**config.mk**
```make
export PLATFORM = sky130hd
export DESIGN_NAME = nand_timing_calc
export DESIGN_NICKNAME = d
export VERILOG_FILES = /design/src/rtl/nt_pkg.sv /design/src/rtl/nt_seq_div.sv /design/src/rtl/nt_operand_sel.sv /design/src/rtl/nt_field_fix.sv /design/src/rtl/nand_timing_calc.sv
export SDC_FILE = /design/constraint.sdc
export NUM_CORES = 1
export LEC_CHECK = 0
export BUFFER_PORTS_ARGS = -buffer_cell sky130_fd_sc_hd__buf_2
export CELL_PAD_IN_SITES_DETAIL_PLACEMENT = 2
export CELL_PAD_IN_SITES_GLOBAL_PLACEMENT = 2
export CORE_MARGIN = 2
export CORE_UTILIZATION = 33
export CTS_CLUSTER_SIZE = 40
export DETAILED_ROUTE_END_ITERATION = 8
export PLACE_DENSITY_LB_ADDON = 0.12
export SLEW_MARGIN = 20
export SYNTH_ARGS = -nofsm -noshare
export SYNTH_HDL_FRONTEND = slang
export SYNTH_SLANG_ARGS = --single-unit
```
**constraint.sdc**
```tcl
create_clock -name clk -period 17.8 [get_ports clk]
set_clock_uncertainty 0.05 [all_clocks]
set_input_delay 2.67 -clock clk [delete_from_list [all_inputs] [get_ports clk]]
set_output_delay 2.67 -clock clk [all_outputs]
set_load 0.1 [all_outputs]
```
**src/rtl/nt_pkg.sv**
```systemverilog
package nt_pkg;
    typedef enum logic [2:0] {
        F_ALE   = 3'd0,
        F_CLE   = 3'd1,
        F_HIZ   = 3'd2,
        F_HOLD  = 3'd3,
        F_WAIT  = 3'd4,
        F_SETUP = 3'd5
    } field_e;

    localparam int FIELD_CNT = 6;

    // indices of the captured timing array
    localparam int I_RC  = 0;
    localparam int I_AR  = 1;
    localparam int I_CLR = 2;
    localparam int I_CS  = 3;
    localparam int I_WP  = 4;
    localparam int I_DH  = 5;
    localparam int I_CH  = 6;
    localparam int I_CLH = 7;
    localparam int I_WH  = 8;
    localparam int I_ALH = 9;
    localparam int I_REH = 10;
    localparam int I_RP  = 11;
    localparam int I_CEA = 12;
    localparam int I_REA = 13;
    localparam int TIM_CNT = 14;

    typedef enum logic [2:0] {
        S_IDLE   = 3'd0,
        S_CHECK  = 3'd1,
        S_LOAD   = 3'd2,
        S_DIVIDE = 3'd3,
        S_FINISH = 3'd4
    } state_e;
endpackage

```
**src/rtl/nt_seq_div.sv**
```systemverilog
module nt_seq_div #(
    parameter int W = 12
) (
    input  logic         clk,
    input  logic         rst_n,
    input  logic         go,
    input  logic [W-1:0] dividend,
    input  logic [W-1:0] divisor,
    output logic         valid,
    output logic [W-1:0] quotient
);
    localparam int CW = $clog2(W + 1);

    logic [W:0]    rem_q;
    logic [W-1:0]  quo_q;
    logic [W-1:0]  dvd_q;
    logic [W-1:0]  dsr_q;
    logic [CW-1:0] cnt_q;
    logic          busy_q;
    logic          valid_q;
    logic [W:0]    shifted;
    logic          fits;

    assign shifted = {rem_q[W-1:0], quo_q[W-1]};
    assign fits    = shifted >= {1'b0, dsr_q};

    always_ff @(posedge clk or negedge rst_n) begin
        if (!rst_n) begin
            rem_q   <= '0;
            quo_q   <= '0;
            dvd_q   <= '0;
            dsr_q   <= '0;
            cnt_q   <= '0;
            busy_q  <= 1'b0;
            valid_q <= 1'b0;
        end else if (go) begin
            rem_q   <= '0;
            quo_q   <= dividend;
            dvd_q   <= dividend;
            dsr_q   <= divisor;
            cnt_q   <= CW'(W);
            busy_q  <= 1'b1;
            valid_q <= 1'b0;
        end else if (busy_q) begin
            rem_q   <= fits ? (shifted - {1'b0, dsr_q}) : shifted;
            quo_q   <= {quo_q[W-2:0], fits};
            cnt_q   <= cnt_q - CW'(1);
            busy_q  <= (cnt_q != CW'(1));
            valid_q <= (cnt_q == CW'(1));
        end else begin
            valid_q <= 1'b0;
        end
    end

    assign valid    = valid_q;
    assign quotient = quo_q;

    // R2 (ceiling rests on an exact floor quotient of the biased operand)
    quot_exact_chk: assert property (@(posedge clk) disable iff (!rst_n)
        valid_q |-> (({W'(0), quo_q} * {W'(0), dsr_q}) <= {W'(0), dvd_q}) &&
                    ((({W'(0), quo_q} + 1'b1) * {W'(0), dsr_q}) > {W'(0), dvd_q}));
endmodule

```
**src/rtl/nt_operand_sel.sv**
```systemverilog
module nt_operand_sel
    import nt_pkg::*;
#(
    parameter int PS_W = 20
) (
    input  field_e          fld,
    input  logic [PS_W-1:0] tim [TIM_CNT],
    output logic [PS_W-1:0] sel_ps
);
    function automatic logic [PS_W-1:0] sub_floor(input logic [PS_W-1:0] a,
                                                  input logic [PS_W-1:0] b);
        return (a > b) ? (a - b) : '0;
    endfunction

    function automatic logic [PS_W-1:0] max2(input logic [PS_W-1:0] a,
                                             input logic [PS_W-1:0] b);
        return (a > b) ? a : b;
    endfunction

    logic [PS_W-1:0] hold_max;
    logic [PS_W-1:0] cs_gap;
    logic [PS_W-1:0] acc_gap;

    always_comb begin
        hold_max = tim[I_DH];
        hold_max = max2(hold_max, tim[I_CH]);
        hold_max = max2(hold_max, tim[I_CLH]);
        hold_max = max2(hold_max, tim[I_WH]);
        hold_max = max2(hold_max, tim[I_ALH]);
        hold_max = max2(hold_max, tim[I_REH]);
        cs_gap   = sub_floor(tim[I_CS], tim[I_WP]);
        acc_gap  = sub_floor(tim[I_CEA], tim[I_REA]);
        unique case (fld)
            F_ALE:   sel_ps = tim[I_AR];
            F_CLE:   sel_ps = tim[I_CLR];
            F_HIZ:   sel_ps = cs_gap;
            F_HOLD:  sel_ps = hold_max;
            F_WAIT:  sel_ps = max2(tim[I_RP], tim[I_WP]);
            F_SETUP: sel_ps = max2(cs_gap, acc_gap);
            default: sel_ps = '0;
        endcase
    end
endmodule

```
**src/rtl/nt_field_fix.sv**
```systemverilog
module nt_field_fix
    import nt_pkg::*;
#(
    parameter int QW = 12
) (
    input  field_e        fld,
    input  logic [QW-1:0] quot,
    output logic [7:0]    value
);
    logic          minus_one;
    logic          floor_one;
    logic [QW-1:0] limit;
    logic [QW-1:0] adj;

    always_comb begin
        minus_one = (fld == F_ALE) || (fld == F_CLE) || (fld == F_WAIT) || (fld == F_SETUP);
        floor_one = (fld == F_HOLD) || (fld == F_WAIT) || (fld == F_SETUP);
        limit     = ((fld == F_ALE) || (fld == F_CLE)) ? QW'(15) : QW'(255);
        adj       = quot;
        if (minus_one) adj = (quot == '0) ? '0 : (quot - QW'(1));
        if (floor_one && (adj == '0)) adj = QW'(1);
        value     = (adj > limit) ? limit[7:0] : adj[7:0];
    end
endmodule

```
**src/rtl/nand_timing_calc.sv**
```systemverilog
module nand_timing_calc
    import nt_pkg::*;
#(
    parameter int PS_W      = 20,
    parameter int PER_W     = 8,
    parameter int MIN_RC_PS = 30000,
    parameter int PS_PER_NS = 1000
) (
    input  logic             clk,
    input  logic             rst_n,
    input  logic             start,
    input  logic [PER_W-1:0] clk_period_ns,
    input  logic [PS_W-1:0]  rd_cycle_ps,
    input  logic [PS_W-1:0]  ale_re_ps,
    input  logic [PS_W-1:0]  cle_re_ps,
    input  logic [PS_W-1:0]  ce_setup_ps,
    input  logic [PS_W-1:0]  we_pulse_ps,
    input  logic [PS_W-1:0]  data_hold_ps,
    input  logic [PS_W-1:0]  ce_hold_ps,
    input  logic [PS_W-1:0]  cle_hold_ps,
    input  logic [PS_W-1:0]  we_high_ps,
    input  logic [PS_W-1:0]  ale_hold_ps,
    input  logic [PS_W-1:0]  re_high_ps,
    input  logic [PS_W-1:0]  re_pulse_ps,
    input  logic [PS_W-1:0]  ce_access_ps,
    input  logic [PS_W-1:0]  re_access_ps,
    output logic [31:0]      timing_word,
    output logic [16:0]      ctl_delays,
    output logic             done,
    output logic             reject
);
    localparam int NS_MAX = ((1 << PS_W) - 1) / PS_PER_NS;
    localparam int NS_W   = $clog2(NS_MAX + 1);
    localparam int QW     = ((NS_W > PER_W) ? NS_W : PER_W) + 1;

    state_e           state_q, state_n;
    field_e           fld_q;
    logic [PS_W-1:0]  tim_q [TIM_CNT];
    logic [PS_W-1:0]  tim_in [TIM_CNT];
    logic [PER_W-1:0] per_q;
    logic             bad_q;
    logic [7:0]       stage_q [FIELD_CNT];
    logic [PS_W-1:0]  sel_ps;
    logic [NS_W-1:0]  sel_ns;
    logic [QW-1:0]    dividend;
    logic [QW-1:0]    quot;
    logic             div_go;
    logic             div_valid;
    logic [7:0]       fix_val;
    logic             set_bad;

    assign tim_in[I_RC]  = rd_cycle_ps;
    assign tim_in[I_AR]  = ale_re_ps;
    assign tim_in[I_CLR] = cle_re_ps;
    assign tim_in[I_CS]  = ce_setup_ps;
    assign tim_in[I_WP]  = we_pulse_ps;
    assign tim_in[I_DH]  = data_hold_ps;
    assign tim_in[I_CH]  = ce_hold_ps;
    assign tim_in[I_CLH] = cle_hold_ps;
    assign tim_in[I_WH]  = we_high_ps;
    assign tim_in[I_ALH] = ale_hold_ps;
    assign tim_in[I_REH] = re_high_ps;
    assign tim_in[I_RP]  = re_pulse_ps;
    assign tim_in[I_CEA] = ce_access_ps;
    assign tim_in[I_REA] = re_access_ps;

    assign set_bad  = (tim_q[I_RC] < PS_W'(MIN_RC_PS)) || (per_q == '0);
    assign sel_ns   = NS_W'(sel_ps / PS_W'(PS_PER_NS));
    assign dividend = QW'(sel_ns) + QW'(per_q) - QW'(1);
    assign div_go   = (state_q == S_LOAD);

    nt_operand_sel #(.PS_W(PS_W)) u_sel (
        .fld    (fld_q),
        .tim    (tim_q),
        .sel_ps (sel_ps)
    );

    nt_seq_div #(.W(QW)) u_div (
        .clk      (clk),
        .rst_n    (rst_n),
        .go       (div_go),
        .dividend (dividend),
        .divisor  (QW'(per_q)),
        .valid    (div_valid),
        .quotient (quot)
    );

    nt_field_fix #(.QW(QW)) u_fix (
        .fld   (fld_q),
        .quot  (quot),
        .value (fix_val)
    );

    // state register
    always_ff @(posedge clk or negedge rst_n) begin
        if (!rst_n) state_q <= S_IDLE;
        else        state_q <= state_n;
    end

    always_comb begin
        state_n = state_q;
        unique case (state_q)
            S_IDLE:   if (start) state_n = S_CHECK;
            S_CHECK:  state_n = set_bad ? S_FINISH : S_LOAD;
            S_LOAD:   state_n = S_DIVIDE;
            S_DIVIDE: if (div_valid) state_n = (fld_q == F_SETUP) ? S_FINISH : S_LOAD;
            S_FINISH: state_n = S_IDLE;
            default:  state_n = S_IDLE;
        endcase
    end

    // datapath: capture, field sequencing, staging
    always_ff @(posedge clk or negedge rst_n) begin
        if (!rst_n) begin
            for (int i = 0; i < TIM_CNT; i++) tim_q[i] <= '0;
            for (int i = 0; i < FIELD_CNT; i++) stage_q[i] <= '0;
            per_q <= '0;
            bad_q <= 1'b0;
            fld_q <= F_ALE;
        end else begin
            if (state_q == S_IDLE && start) begin
                for (int i = 0; i < TIM_CNT; i++) tim_q[i] <= tim_in[i];
                per_q <= clk_period_ns;
            end
            if (state_q == S_CHECK) begin
                bad_q <= set_bad;
                fld_q <= F_ALE;
            end
            if (state_q == S_DIVIDE && div_valid) begin
                stage_q[int'(fld_q)] <= fix_val;
                if (fld_q != F_SETUP) fld_q <= field_e'(fld_q + 3'd1);
            end
        end
    end

    // outputs
    always_ff @(posedge clk or negedge rst_n) begin
        if (!rst_n) begin
            timing_word <= '0;
            ctl_delays  <= '0;
            done        <= 1'b0;
            reject      <= 1'b0;
        end else begin
            done <= (state_q == S_FINISH);
            if (state_q == S_FINISH) begin
                reject <= bad_q;
                if (!bad_q) begin
                    timing_word <= {stage_q[F_HIZ], stage_q[F_HOLD],
                                    stage_q[F_WAIT], stage_q[F_SETUP]};
                    ctl_delays  <= {stage_q[F_ALE][3:0], stage_q[F_CLE][3:0], 9'b0};
                end
            end
        end
    end


    done_pulse_chk: assert property (@(posedge clk) disable iff (!rst_n)
        done |=> !done);


    reject_hold_chk: assert property (@(posedge clk) disable iff (!rst_n)
        (done && reject) |-> ($stable(timing_word) && $stable(ctl_delays)));


    hold_nonzero_chk: assert property (@(posedge clk) disable iff (!rst_n)
        (done && !reject) |-> (timing_word[23:16] != 8'd0));


    wait_setup_nonzero_chk: assert property (@(posedge clk) disable iff (!rst_n)
        (done && !reject) |-> ((timing_word[15:8] != 8'd0) && (timing_word[7:0] != 8'd0)));
endmodule

```
==> load_flow_metrics.sql <==
INSERT INTO impl_metrics (metric_group, metric, value, unit) VALUES
('final_layout', 'nets', '4345', ''),
('clock_network', 'max-clock-path-buffers', '3', ''),
('final_layout', 'commonest_cells_after_routing_fill_and_taps_aside', 'buf_4 (507), dfrtp_1 (405), nand2_1 (375)', ''),
('global_routing', 'global_route.overflow_total', '0', ''),
('timing', 'timing.slew.headroom', '0.1465', ''),
('routing', 'detail-route-antenna-nets', '0', ''),
('floorplanning', 'floorplan.rows', '106', ''),
('routing', 'routed_wl', '121800', 'um'),
('routing', 'drt-pass1-iter-count', '5', ''),
('final_layout', 'share_of_cells_above_drive_strength_1', '0.3834', ''),
('yosys', 'post_synth_and_or_nand_nor_area_fraction', '0.1512', ''),
('timing', 'timing.fmax', '52.55', 'MHz'),
('yosys', 'synth.distinct_cells', '124', ''),
('critical_path', 'worst_setup_path_end_kind', 'flop', ''),
('yosys', 'netlist_instances', '3030', ''),
('routing', 'initialDrtViolationCount', '1203', ''),
('global_routing', 'antenna_found_initial', '8', ''),
('critical_path', 'setup.worst_path.class', 'reg2reg', ''),
('timing', 'setup_total_negative_slack', '-7.356', 'ns'),
('clock_network', 'cts-htree-levels', '2', ''),
('clock_network', 'tritoncts.num_buffers', '50', ''),
('critical_path', 'worst-r2r-cell-count', '93', ''),
('yosys', 'post_synth_fa_ha_maj_area_fraction', '0.1025', ''),
('timing', 'tightest_slew', '1.280', 'ns'),
('min_path', 'worstHoldEndpoint', 'stage_q[33]', ''),
('final_layout', 'area.growth.synth_to_final', '38.45', '%'),
('timing', 'post-route-worst-setup-slack', '-1.228', 'ns'),
('yosys', 'number_of_synthesized_flops_with_an_enable_pin', '0', ''),
('yosys', 'ys.warnings.count', '0', ''),
('clock_network', 'numClockSinks', '405', ''),
('global_routing', 'grt_max_degree', '108', ''),
('final_layout', 'finish.instance_area', '38230', 'um^2'),
('placement', 'place_hpwl', '88590', 'um'),
('critical_path', 'reg2reg_from', 'tim_q[146]', ''),
('critical_path', 'cpMaxStageDelayCell', 'a221o_1', ''),
('timing', 'final_worst_path_period_share', '1.069', ''),
('critical_path', 'arrival', '19.51', 'ns'),
('placement', 'post_dp_cell_area', '33370', 'um^2'),
('floorplanning', 'initial_core_util', '0.3315', ''),
('yosys', 'yosys.area_share.xor_xnor', '0.02719', ''),
('floorplanning', 'design.die.area', '86010', 'um^2'),
('routing', 'route.vias.total', '27080', ''),
('min_path', 'worstHoldPathType', 'reg2reg', ''),
('critical_path', 'reg2reg_to', 'u_div.quotient[11]', ''),
('yosys', 'most_frequently_used_flop_master_after_synthesis', 'dfrtp_1', ''),
('yosys', 'synthesis.area', '27610', 'um^2'),
('routing', 'route.detailed.drc', '0', ''),
('placement', 'port_buf_inserts', '322', ''),
('placement', 'place_congestion', '0.8948', ''),
('timing', 'grt_setup_unrepaired', 'yes', ''),
('final_layout', 'finish.utilization', '0.4590', ''),
('yosys', 'async_flop_share', '1.000', ''),
('final_layout', 'mostFrequentLayoutCell', 'buf_4', ''),
('yosys', 'cell_type_with_the_highest_aggregate_area_in_the_netlist', 'dfrtp_1', ''),
('critical_path', 'worstSetupStartpoint', 'tim_q[146]', ''),
('global_routing', 'grt_first_pass_wirelength', '180200', 'um'),
('min_path', 'hold_path_depth', '2', ''),
('timing', 'layout_min_cycle_time', '19.03', 'ns'),
('yosys', 'synth_largest_type_area_fraction', '0.3670', ''),
('critical_path', 'max_stage_delay', '0.41', 'ns'),
('floorplanning', 'top_level_ports', '342', ''),
('timing', 'finalSetupViolCount', '10', ''),
('min_path', 'timing.hold.worst.start', 'stage_q[33]', ''),
('floorplanning', 'fp.dieH', '293.3', 'um'),
('yosys', 'synth_compound_area_frac', '0.2004', ''),
('outcome', 'failed_checks', 'setup timing', ''),
('yosys', 'mux_contribution_to_synthesized_area', '0.09846', ''),
('critical_path', 'critical_path.max_fanout', '7', ''),
('yosys', 'syn_area_per_cell', '9.114', 'um^2'),
('outcome', 'status', 'complete, but fails checks', ''),
('placement', 'place_worst_setup_slack', '-2.568', 'ns');
-- layout make-up --
class                      count  area, um^2
antenna                        6       15.01
timing repair buffer         883        6115
tap                         1080        1351
inverter                     224       850.8
sequential                   405       10130
clock inverter                19       284.0
multi-input combinational   2267       18000
clock buffer                  70        1478
fill                        8920       45060
-- stage by stage --
stage	hold slack, ns	instances
global route	0.4669	4950
global placement	0.4083	4731
finish	0.4274	4954
floorplan	0.3944	3038
CTS	0.4320	4895
detailed placement	0.4180	4733
-- state kept, by name, summed over array words and instances, names as in the netlist --
register,cells
tim_q,270
stage_q,40
timing_word,32
u_div.quotient,12
u_div.rem_q,12
ctl_delays,8
per_q,8
u_div.dsr_q,8
u_div.cnt_q,4
fld_q,3
state_q,3
bad_q,1
done,1
reject,1
u_div.busy_q,1
u_div.valid,1
-- timing repair --
item,CTS,global route
pin swaps,123,151
gates cloned,2,0
gates resized for setup,257,158
hold buffers,0,0
setup buffers,71,59
endpoints found under the setup margin,12,12
-- cells in the mapped netlist (7+ instances only) --
| cell | n |
|---|---|
| o221ai_1 | 11 |
| xnor2_1 | 54 |
| xor2_1 | 28 |
| a22oi_1 | 14 |
| clkbuf_1 | 109 |
| o21ai_0 | 304 |
| and3_1 | 21 |
| a31oi_1 | 26 |
| o31ai_1 | 14 |
| o21a_1 | 17 |
| buf_4 | 13 |
| nor2b_1 | 24 |
| nand3_1 | 48 |
| o21bai_1 | 8 |
| and2_1 | 21 |
| nor3b_1 | 9 |
| o21ai_1 | 9 |
| nor4_1 | 12 |
| a222oi_1 | 9 |
| buf_1 | 7 |
| nand2_1 | 388 |
| a211oi_1 | 38 |
| o2111ai_1 | 9 |
| and4_1 | 15 |
| mux2i_1 | 35 |
| or3_1 | 12 |
| nor3_1 | 47 |
| nand2b_1 | 16 |
| mux2_2 | 208 |
| a21oi_1 | 162 |
| dfrtp_1 | 405 |
| ha_1 | 219 |
| nor2_1 | 141 |
| a211oi_2 | 7 |
| buf_2 | 11 |
| o211ai_1 | 34 |
| or2_2 | 10 |
| inv_1 | 220 |
| or2_1 | 8 |
| nand4_1 | 52 |
| a211o_1 | 15 |
| a21o_1 | 45 |
| o22ai_1 | 7 |
-- worst max path at each step --
stage          slack, ns  cells after the start                  to
2_1_floorplan       0.03                     94  u_div.quotient[11]
3_3_place_gp       -1.94                     88  u_div.quotient[11]
3_5_place_dp       -2.57                     90  u_div.quotient[11]
4_1_cts            -0.82                     88  u_div.quotient[11]
5_1_grt            -2.03                     92  u_div.quotient[11]
6_report           -1.23                     93  u_div.quotient[11]
-- logic make-up (layout without fill, tap and decap cells) --
family / after synthesis / in the layout
simple gates: 864 / 865
compound gates: 840 / 840
flops: 405 / 405
buf+inv: 367 / 1196
mux: 245 / 245
fa+ha+maj: 224 / 224
xor+xnor: 84 / 84
other cells: 1 / 15
-- critical path: cells and delay by family, from the launching register on --
kind                       cells  cell delay [ns]
DFF                            1             0.36
AOI/OAI and AO/OA             37             7.11
buffers and inverters         18             2.56
adders and majority gates      8             2.19
muxes                          3             1.13
and+or+nand+nor               26             5.32
xor gates and xnor gates       1             0.14
-- layer usage --
metal / GRT usage / up-vias / routed length, um
li1: - / 12470 / -
met1: 0.3115 / 13850 / 48300
met2: 0.5088 / 535 / 64860
met3: 0.02421 / 215 / 3525
met4: 0.09370 / 2 / 5066
met5: 0 / - / 11
Power is not shown: default switching activity piles up to over one toggle a cycle in this logic, so the estimate is an artifact.
